==> src/rtl/pi_pkg.sv <==
package pi_pkg;
  typedef enum logic [1:0] {
    SAT_NONE = 2'd0,
    SAT_HI   = 2'd1,
    SAT_LO   = 2'd2
  } sat_e;
endpackage

==> src/rtl/pi_err_hist.sv <==
module pi_err_hist #(
  parameter int EW = 16
) (
  input  logic                 clk,
  input  logic                 rst_n,
  input  logic                 ce,
  input  logic signed [EW-1:0] err_in,
  output logic signed [EW:0]   e_diff
);
  logic signed [EW-1:0] e_prev_q;
  logic signed [EW-1:0] e_prev_d;

  always_comb begin
    e_prev_d = e_prev_q;
    if (ce) e_prev_d = err_in;
  end

  always_ff @(posedge clk or negedge rst_n) begin
    if (!rst_n) e_prev_q <= '0;
    else        e_prev_q <= e_prev_d;
  end

  assign e_diff = {err_in[EW-1], err_in} - {e_prev_q[EW-1], e_prev_q};


  prev_capture_chk: assert property (@(posedge clk) disable iff (!rst_n)
    ce |=> (e_prev_q == $past(err_in)));

  prev_hold_chk: assert property (@(posedge clk) disable iff (!rst_n)
    !ce |=> $stable(e_prev_q));
endmodule

==> src/rtl/pi_incr_calc.sv <==
module pi_incr_calc #(
  parameter int EW = 16,
  parameter int KW = 16,
  parameter int AW = 40
) (
  input  logic signed [EW-1:0] err_in,
  input  logic signed [EW:0]   e_diff,
  input  logic        [KW-1:0] kp_gain,
  input  logic        [KW-1:0] ki_gain,
  output logic signed [AW-1:0] delta
);
  localparam int EXT_K = AW - KW;
  localparam int EXT_E = AW - EW;
  localparam int EXT_D = AW - EW - 1;

  logic signed [AW-1:0] kp_x;
  logic signed [AW-1:0] ki_x;
  logic signed [AW-1:0] d_x;
  logic signed [AW-1:0] e_x;
  logic signed [AW-1:0] p_term;
  logic signed [AW-1:0] i_term;

  always_comb begin
    kp_x   = {{EXT_K{1'b0}}, kp_gain};
    ki_x   = {{EXT_K{1'b0}}, ki_gain};
    d_x    = {{EXT_D{e_diff[EW]}}, e_diff};
    e_x    = {{EXT_E{err_in[EW-1]}}, err_in};
    p_term = kp_x * d_x;
    i_term = ki_x * e_x;
    delta  = p_term + i_term;
  end
endmodule

==> src/rtl/pi_acc_clamp.sv <==
module pi_acc_clamp
  import pi_pkg::*;
#(
  parameter int AW = 40,
  parameter int OW = 16,
  parameter int SW = 4
) (
  input  logic                 clk,
  input  logic                 rst_n,
  input  logic                 ce,
  input  logic signed [AW-1:0] delta,
  input  logic signed [OW-1:0] lim_hi,
  input  logic signed [OW-1:0] lim_lo,
  input  logic        [SW-1:0] shift,
  output logic signed [AW-1:0] acc_nxt
);
  localparam int EXT_L = AW - OW;
  localparam int NLIM  = 2;

  logic signed [OW-1:0] lim_raw [NLIM];
  logic signed [AW-1:0] lim_s   [NLIM];
  logic signed [AW-1:0] acc_q;
  logic signed [AW-1:0] acc_d;
  logic signed [AW-1:0] sum;
  sat_e                 sat;

  assign lim_raw[0] = lim_lo;
  assign lim_raw[1] = lim_hi;

  for (genvar g = 0; g < NLIM; g++) begin : g_lim
    assign lim_s[g] = {{EXT_L{lim_raw[g][OW-1]}}, lim_raw[g]} <<< shift;
  end

  always_comb begin
    sum = acc_q + delta;
    if (sum > lim_s[1])      sat = SAT_HI;
    else if (sum < lim_s[0]) sat = SAT_LO;
    else                     sat = SAT_NONE;
    case (sat)
      SAT_HI:  acc_nxt = lim_s[1];
      SAT_LO:  acc_nxt = lim_s[0];
      default: acc_nxt = sum;
    endcase
    acc_d = acc_q;
    if (ce) acc_d = acc_nxt;
  end

  always_ff @(posedge clk or negedge rst_n) begin
    if (!rst_n) acc_q <= '0;
    else        acc_q <= acc_d;
  end


  acc_range_chk: assert property (@(posedge clk) disable iff (!rst_n)
    ce |=> ((acc_q <= $past(lim_s[1])) && (acc_q >= $past(lim_s[0]))));

  acc_hold_chk: assert property (@(posedge clk) disable iff (!rst_n)
    !ce |=> $stable(acc_q));
endmodule

==> src/rtl/pi_post_scale.sv <==
module pi_post_scale #(
  parameter int AW = 40,
  parameter int OW = 16,
  parameter int SW = 4
) (
  input  logic                 clk,
  input  logic                 rst_n,
  input  logic                 ce,
  input  logic signed [AW-1:0] acc_nxt,
  input  logic        [SW-1:0] shift,
  input  logic signed [OW-1:0] lim_hi,
  input  logic signed [OW-1:0] lim_lo,
  output logic signed [OW-1:0] ctl_out,
  output logic                 out_vld
);
  logic signed [OW-1:0] out_d;
  logic                 vld_d;

  always_comb begin
    out_d = ctl_out;
    if (ce) out_d = OW'(acc_nxt >>> shift);
    vld_d = ce;
  end

  always_ff @(posedge clk or negedge rst_n) begin
    if (!rst_n) begin
      ctl_out <= '0;
      out_vld <= 1'b0;
    end else begin
      ctl_out <= out_d;
      out_vld <= vld_d;
    end
  end


  vld_after_stb_chk: assert property (@(posedge clk) disable iff (!rst_n)
    out_vld |-> $past(ce));

  vld_drop_chk: assert property (@(posedge clk) disable iff (!rst_n)
    !ce |=> !out_vld);

  out_range_chk: assert property (@(posedge clk) disable iff (!rst_n)
    out_vld |-> ((ctl_out <= $past(lim_hi)) && (ctl_out >= $past(lim_lo))));

  out_hold_chk: assert property (@(posedge clk) disable iff (!rst_n)
    !ce |=> $stable(ctl_out));
endmodule

==> src/rtl/pi_incr_ctrl.sv <==
module pi_incr_ctrl #(
  parameter int EW = 16,
  parameter int KW = 16,
  parameter int OW = 16,
  parameter int SW = 4,
  parameter int AW = 40
) (
  input  logic                 clk,
  input  logic                 rst_n,
  input  logic                 en,
  input  logic                 smp_stb,
  input  logic signed [EW-1:0] err_in,
  input  logic        [KW-1:0] kp_gain,
  input  logic        [KW-1:0] ki_gain,
  input  logic        [SW-1:0] post_shift,
  input  logic signed [OW-1:0] lim_hi,
  input  logic signed [OW-1:0] lim_lo,
  output logic signed [OW-1:0] ctl_out,
  output logic                 out_vld
);
  logic [1:0]           rst_sync_q;
  logic                 rst_int_n;
  logic                 ce;
  logic signed [EW:0]   e_diff;
  logic signed [AW-1:0] delta;
  logic signed [AW-1:0] acc_nxt;

  always_ff @(posedge clk or negedge rst_n) begin
    if (!rst_n) rst_sync_q <= 2'b00;
    else        rst_sync_q <= {rst_sync_q[0], 1'b1};
  end
  assign rst_int_n = rst_sync_q[1];

  assign ce = smp_stb & en;

  pi_err_hist #(.EW(EW)) u_hist (
    .clk    (clk),
    .rst_n  (rst_int_n),
    .ce     (ce),
    .err_in (err_in),
    .e_diff (e_diff)
  );

  pi_incr_calc #(.EW(EW), .KW(KW), .AW(AW)) u_calc (
    .err_in  (err_in),
    .e_diff  (e_diff),
    .kp_gain (kp_gain),
    .ki_gain (ki_gain),
    .delta   (delta)
  );

  pi_acc_clamp #(.AW(AW), .OW(OW), .SW(SW)) u_acc (
    .clk     (clk),
    .rst_n   (rst_int_n),
    .ce      (ce),
    .delta   (delta),
    .lim_hi  (lim_hi),
    .lim_lo  (lim_lo),
    .shift   (post_shift),
    .acc_nxt (acc_nxt)
  );

  pi_post_scale #(.AW(AW), .OW(OW), .SW(SW)) u_out (
    .clk     (clk),
    .rst_n   (rst_int_n),
    .ce      (ce),
    .acc_nxt (acc_nxt),
    .shift   (post_shift),
    .lim_hi  (lim_hi),
    .lim_lo  (lim_lo),
    .ctl_out (ctl_out),
    .out_vld (out_vld)
  );


  reset_state_chk: assert property (@(posedge clk)
    !rst_int_n |-> (ctl_out == '0) && !out_vld);
endmodule

==> config.mk <==
export PLATFORM = sky130hd
export DESIGN_NAME = pi_incr_ctrl
export DESIGN_NICKNAME = d
export VERILOG_FILES = /design/src/rtl/pi_pkg.sv /design/src/rtl/pi_err_hist.sv /design/src/rtl/pi_incr_calc.sv /design/src/rtl/pi_acc_clamp.sv /design/src/rtl/pi_post_scale.sv /design/src/rtl/pi_incr_ctrl.sv
export SDC_FILE = /design/constraint.sdc
export NUM_CORES = 2
export LEC_CHECK = 0
export ABC_AREA = 0
export BUFFER_PORTS_ARGS = -buffer_cell sky130_fd_sc_hd__buf_2
export CAP_MARGIN = 10
export CORE_MARGIN = 4
export CORE_UTILIZATION = 45
export CTS_BUF_LIST = sky130_fd_sc_hd__clkbuf_16
export DETAILED_ROUTE_END_ITERATION = 7
export GPL_TIMING_DRIVEN = 0
export PLACE_DENSITY = 0.73
export SLEW_MARGIN = 20
export SYNTH_ARGS = -nofsm -noshare
export SYNTH_HDL_FRONTEND = slang
export SYNTH_SLANG_ARGS = --single-unit
==> constraint.sdc <==
create_clock -name clk -period 2.5 [get_ports clk]
set_clock_uncertainty 0.1 [all_clocks]
set_input_delay 0.25 -clock clk [delete_from_list [all_inputs] [get_ports clk]]
set_output_delay 0.25 -clock clk [all_outputs]
set_load 0.02 [all_outputs]
==> flow_metrics.tcl <==
set metrics [dict create \
    status "finished with violations" \
    violations "setup timing" \
    grt_max_degree 51 \
    required_ns 2.70 \
    critical-path-top-delay-family "compound AO/OA/AOI/OAI gates" \
    cts_tree "done" \
    dr_total_vias 27240 \
    mostFrequentLayoutCell "inv_1" \
    netlist_area_um2 29900 \
    r2r.worst_path.cells 64 \
    vias_per_cell 5.782 \
    hold_violations 0 \
    synthCells 3606 \
    layout-drive-gt1-share 0.1539 \
    cts_max_path_buffers 2 \
    wl_met2_um 44950 \
    finalWorstSetupSlack_ns -12.23 \
    dieArea_um2 70630 \
    critPathArrivalTime_ns 14.93 \
    setup.worst_path.class "reg2reg" \
    maxCapViolations 0 \
    whs_ns 0.08140 \
    hold_path.class "in2async" \
    fmax_mhz 67.91 \
    cp.buffers_inverters 11 \
    topRoutingLayerUsed "met4" \
    multi_input_area_um2 26580 \
    cts_root_buf "clkbuf_16" \
    post-route-drc-count 0 \
    io_buffers 100 \
    cpPeakStageDelay_ns 0.58 \
    wire_per_inst_um 21.00 \
    crit_path_max_fanout 10 \
    ant_nets 0 \
    reg2reg_slack_ns -12.23 \
    initial_core_util 0.4540 \
    synth_nets 4521 \
    wl_met1_um 40410 \
    wl_met3_um 8393 \
    finalSetupViolCount 56 \
    synth-seq-cells 75 \
    grt_pass1_vias 27260 \
    syn_avg_cell_area_um2 8.291 \
    ys_seq_area_frac 0.06277 \
    post-route-min-period_ns 14.73 \
    rr_startpoint "u_hist.e_prev_q[1]" \
    slew_viol_final 0 \
    die_width_um 265.8 \
    grt_usage 0.2763 \
    path_clk_slew_ns 0.08 \
    nFillCells 6056 \
    layout.area.seq_um2 1881 \
    first_pass_iters 8 \
    place_area_um2 31850 \
    synth-async-reset-ratio 1.000 \
    area_growth_pct 16.65 \
    cpMaxStageDelayCell "mux4_2" \
    path_common_cell "fa_1" \
    end_kind "register" \
    gp_congestion 0.9927 \
    die_h_um 265.8 \
    finalCritPeriodShare 5.891 \
    synth_edf_count 0 \
    yosys_warnings 0 \
    cts_sinks 75 \
    core_region_area_um2 65860 \
    netlist_top_cells_area "fa_1 30%, ha_1 16%, inv_1 8.2%, dfrtp_1 6.3%, nand2_1 6.0%" \
    slew_headroom 0.2881 \
    synth_top_area_frac 0.2973 \
    worst_pin_slew_ns 1.068 \
    clkLatencyLatePin_ns 0.39 \
    synthDistinctLibCells 93 \
    cts_buffers 9 \
    fp-row-count 94 \
    layout_common_cells "644 x inv_1, 472 x nand2_1, 441 x fa_1" \
    yosysTopAreaCell "fa_1" \
    gr-total-overflow 0 \
    wirelength_um 98940 \
    grt_pass1_wl_um 153500 \
    r2r_end "u_out.ctl_out[4]" \
    yosys_most_used_dff "dfrtp_1" \
    pin_count 105 \
    final_nets 4756 \
    drt_iter0_drc 2408 \
    critPathLaunchType "register" \
    antenna_found_initial 0 \
    final_area_um2 34880 \
    post-dp-hpwl_um 81290 \
    rsz0062_at_grt "true" \
    htree_levels 3 \
]
## per-stage QoR
step                      cells  worst slack [ns]    util  setup TNS, ns
after floorplan            3606            -10.76       -        -571.53
after global placement     4570            -14.31  0.4829        -818.75
after detailed placement   4571            -14.38  0.4835        -753.90
after CTS                  4667            -12.20  0.5169        -648.02
after global routing       4710            -12.74  0.5295        -679.60
final                      4711            -12.23  0.5295        -649.97
## worst reg2reg max path: cells and delay by family (launching register included)
family | cells | cell delay, ns
muxes | 1 | 0.58
adders and majority gates | 11 | 4.29
xor gates and xnor gates | 3 | 0.84
buffers and inverters | 11 | 1.24
DFF | 1 | 0.40
and+or+nand+nor | 12 | 2.28
AOI/OAI and AO/OA | 26 | 4.97
## state kept, by name, summed over array words and instances, names as in the netlist
name / count
rst_sync_q: 2
u_acc.acc_q: 40
u_hist.e_prev_q: 16
u_out.ctl_out: 16
u_out.out_vld: 1
## per-layer routing
layer	global-route usage	vias to the layer above
met3	0.04534	311
met5	0	-
met1	0.3716	13480
met2	0.4456	1302
li1	-	12150
met4	0.1152	0
## how the worst max path moves through the flow
stage,startpoint,to,slack [ns],cells after the start
4_1_cts,u_hist.e_prev_q[0],u_out.ctl_out[13],-12.20,64
3_3_place_gp,err_in[1],u_out.ctl_out[9],-14.31,63
5_1_grt,u_hist.e_prev_q[1],u_out.ctl_out[4],-12.74,64
3_5_place_dp,err_in[1],u_out.ctl_out[15],-14.38,62
6_report,u_hist.e_prev_q[1],u_out.ctl_out[4],-12.23,64
2_1_floorplan,u_hist.e_prev_q[1],u_out.ctl_out[7],-10.76,65
## cell type report
type,instances,area share
Antenna cell,1,0.00007175
Buffer,154,0.02425
Clock buffer,9,0.006457
Clock inverter,7,0.002332
Inverter,652,0.07017
Multi-Input combinational cell,2722,0.7621
Sequential cell,75,0.05392
Tap cell,864,0.03100
Timing Repair Buffer,227,0.04969
## Yosys cell counts (5+ instances only)
cell	instances
a2111oi_0	6
a211oi_1	39
a21boi_0	10
a21o_1	59
a21oi_1	153
a221oi_1	7
a22oi_1	6
a31oi_1	17
a41oi_1	5
and2_1	175
and3_1	32
buf_1	8
buf_2	13
buf_6	6
clkbuf_1	128
dfrtp_1	75
fa_1	444
ha_1	383
inv_1	650
mux2_2	32
mux2i_1	60
mux4_2	15
nand2_1	479
nand2b_1	26
nand3_1	59
nand4_1	18
nor2_1	151
nor2b_1	49
nor3_1	55
nor4_1	8
o211ai_1	18
o21a_1	18
o21ai_0	136
o21ai_1	10
o21bai_1	9
o22ai_1	9
o311ai_0	5
o31a_1	10
o31ai_1	14
or2_2	21
or3_1	12
xnor2_1	50
xor2_1	39
## timing repair
| action | 4_1_cts | 5_1_grt |
|---|---|---|
| hold buffers | 1 | 0 |
| pin swaps | 98 | 55 |
| endpoints found under the hold margin | 2 | 0 |
| endpoints found under the setup margin | 56 | 56 |
| buffers inserted | 77 | 51 |
| resized for setup | 258 | 125 |
| gates cloned | 4 | 1 |
## kinds of logic (layout without fill, tap and decap cells)
family,count (synthesis),count (layout),synth area share
AO/OA/AOI/OAI,590,590,0.1288
XOR/XNOR,90,90,0.02682
flip-flops,75,75,0.06277
other,1,2,0.0001254
buffers and inverters,810,1049,0.1041
adder cells (fa/ha/maj),827,827,0.4576
multiplexers,108,108,0.04394
AND/OR/NAND/NOR,1105,1106,0.1758
Power is left out: the tool's default activity adds up to more than one toggle a clock period on the data nets, which glitch-free logic cannot reach.
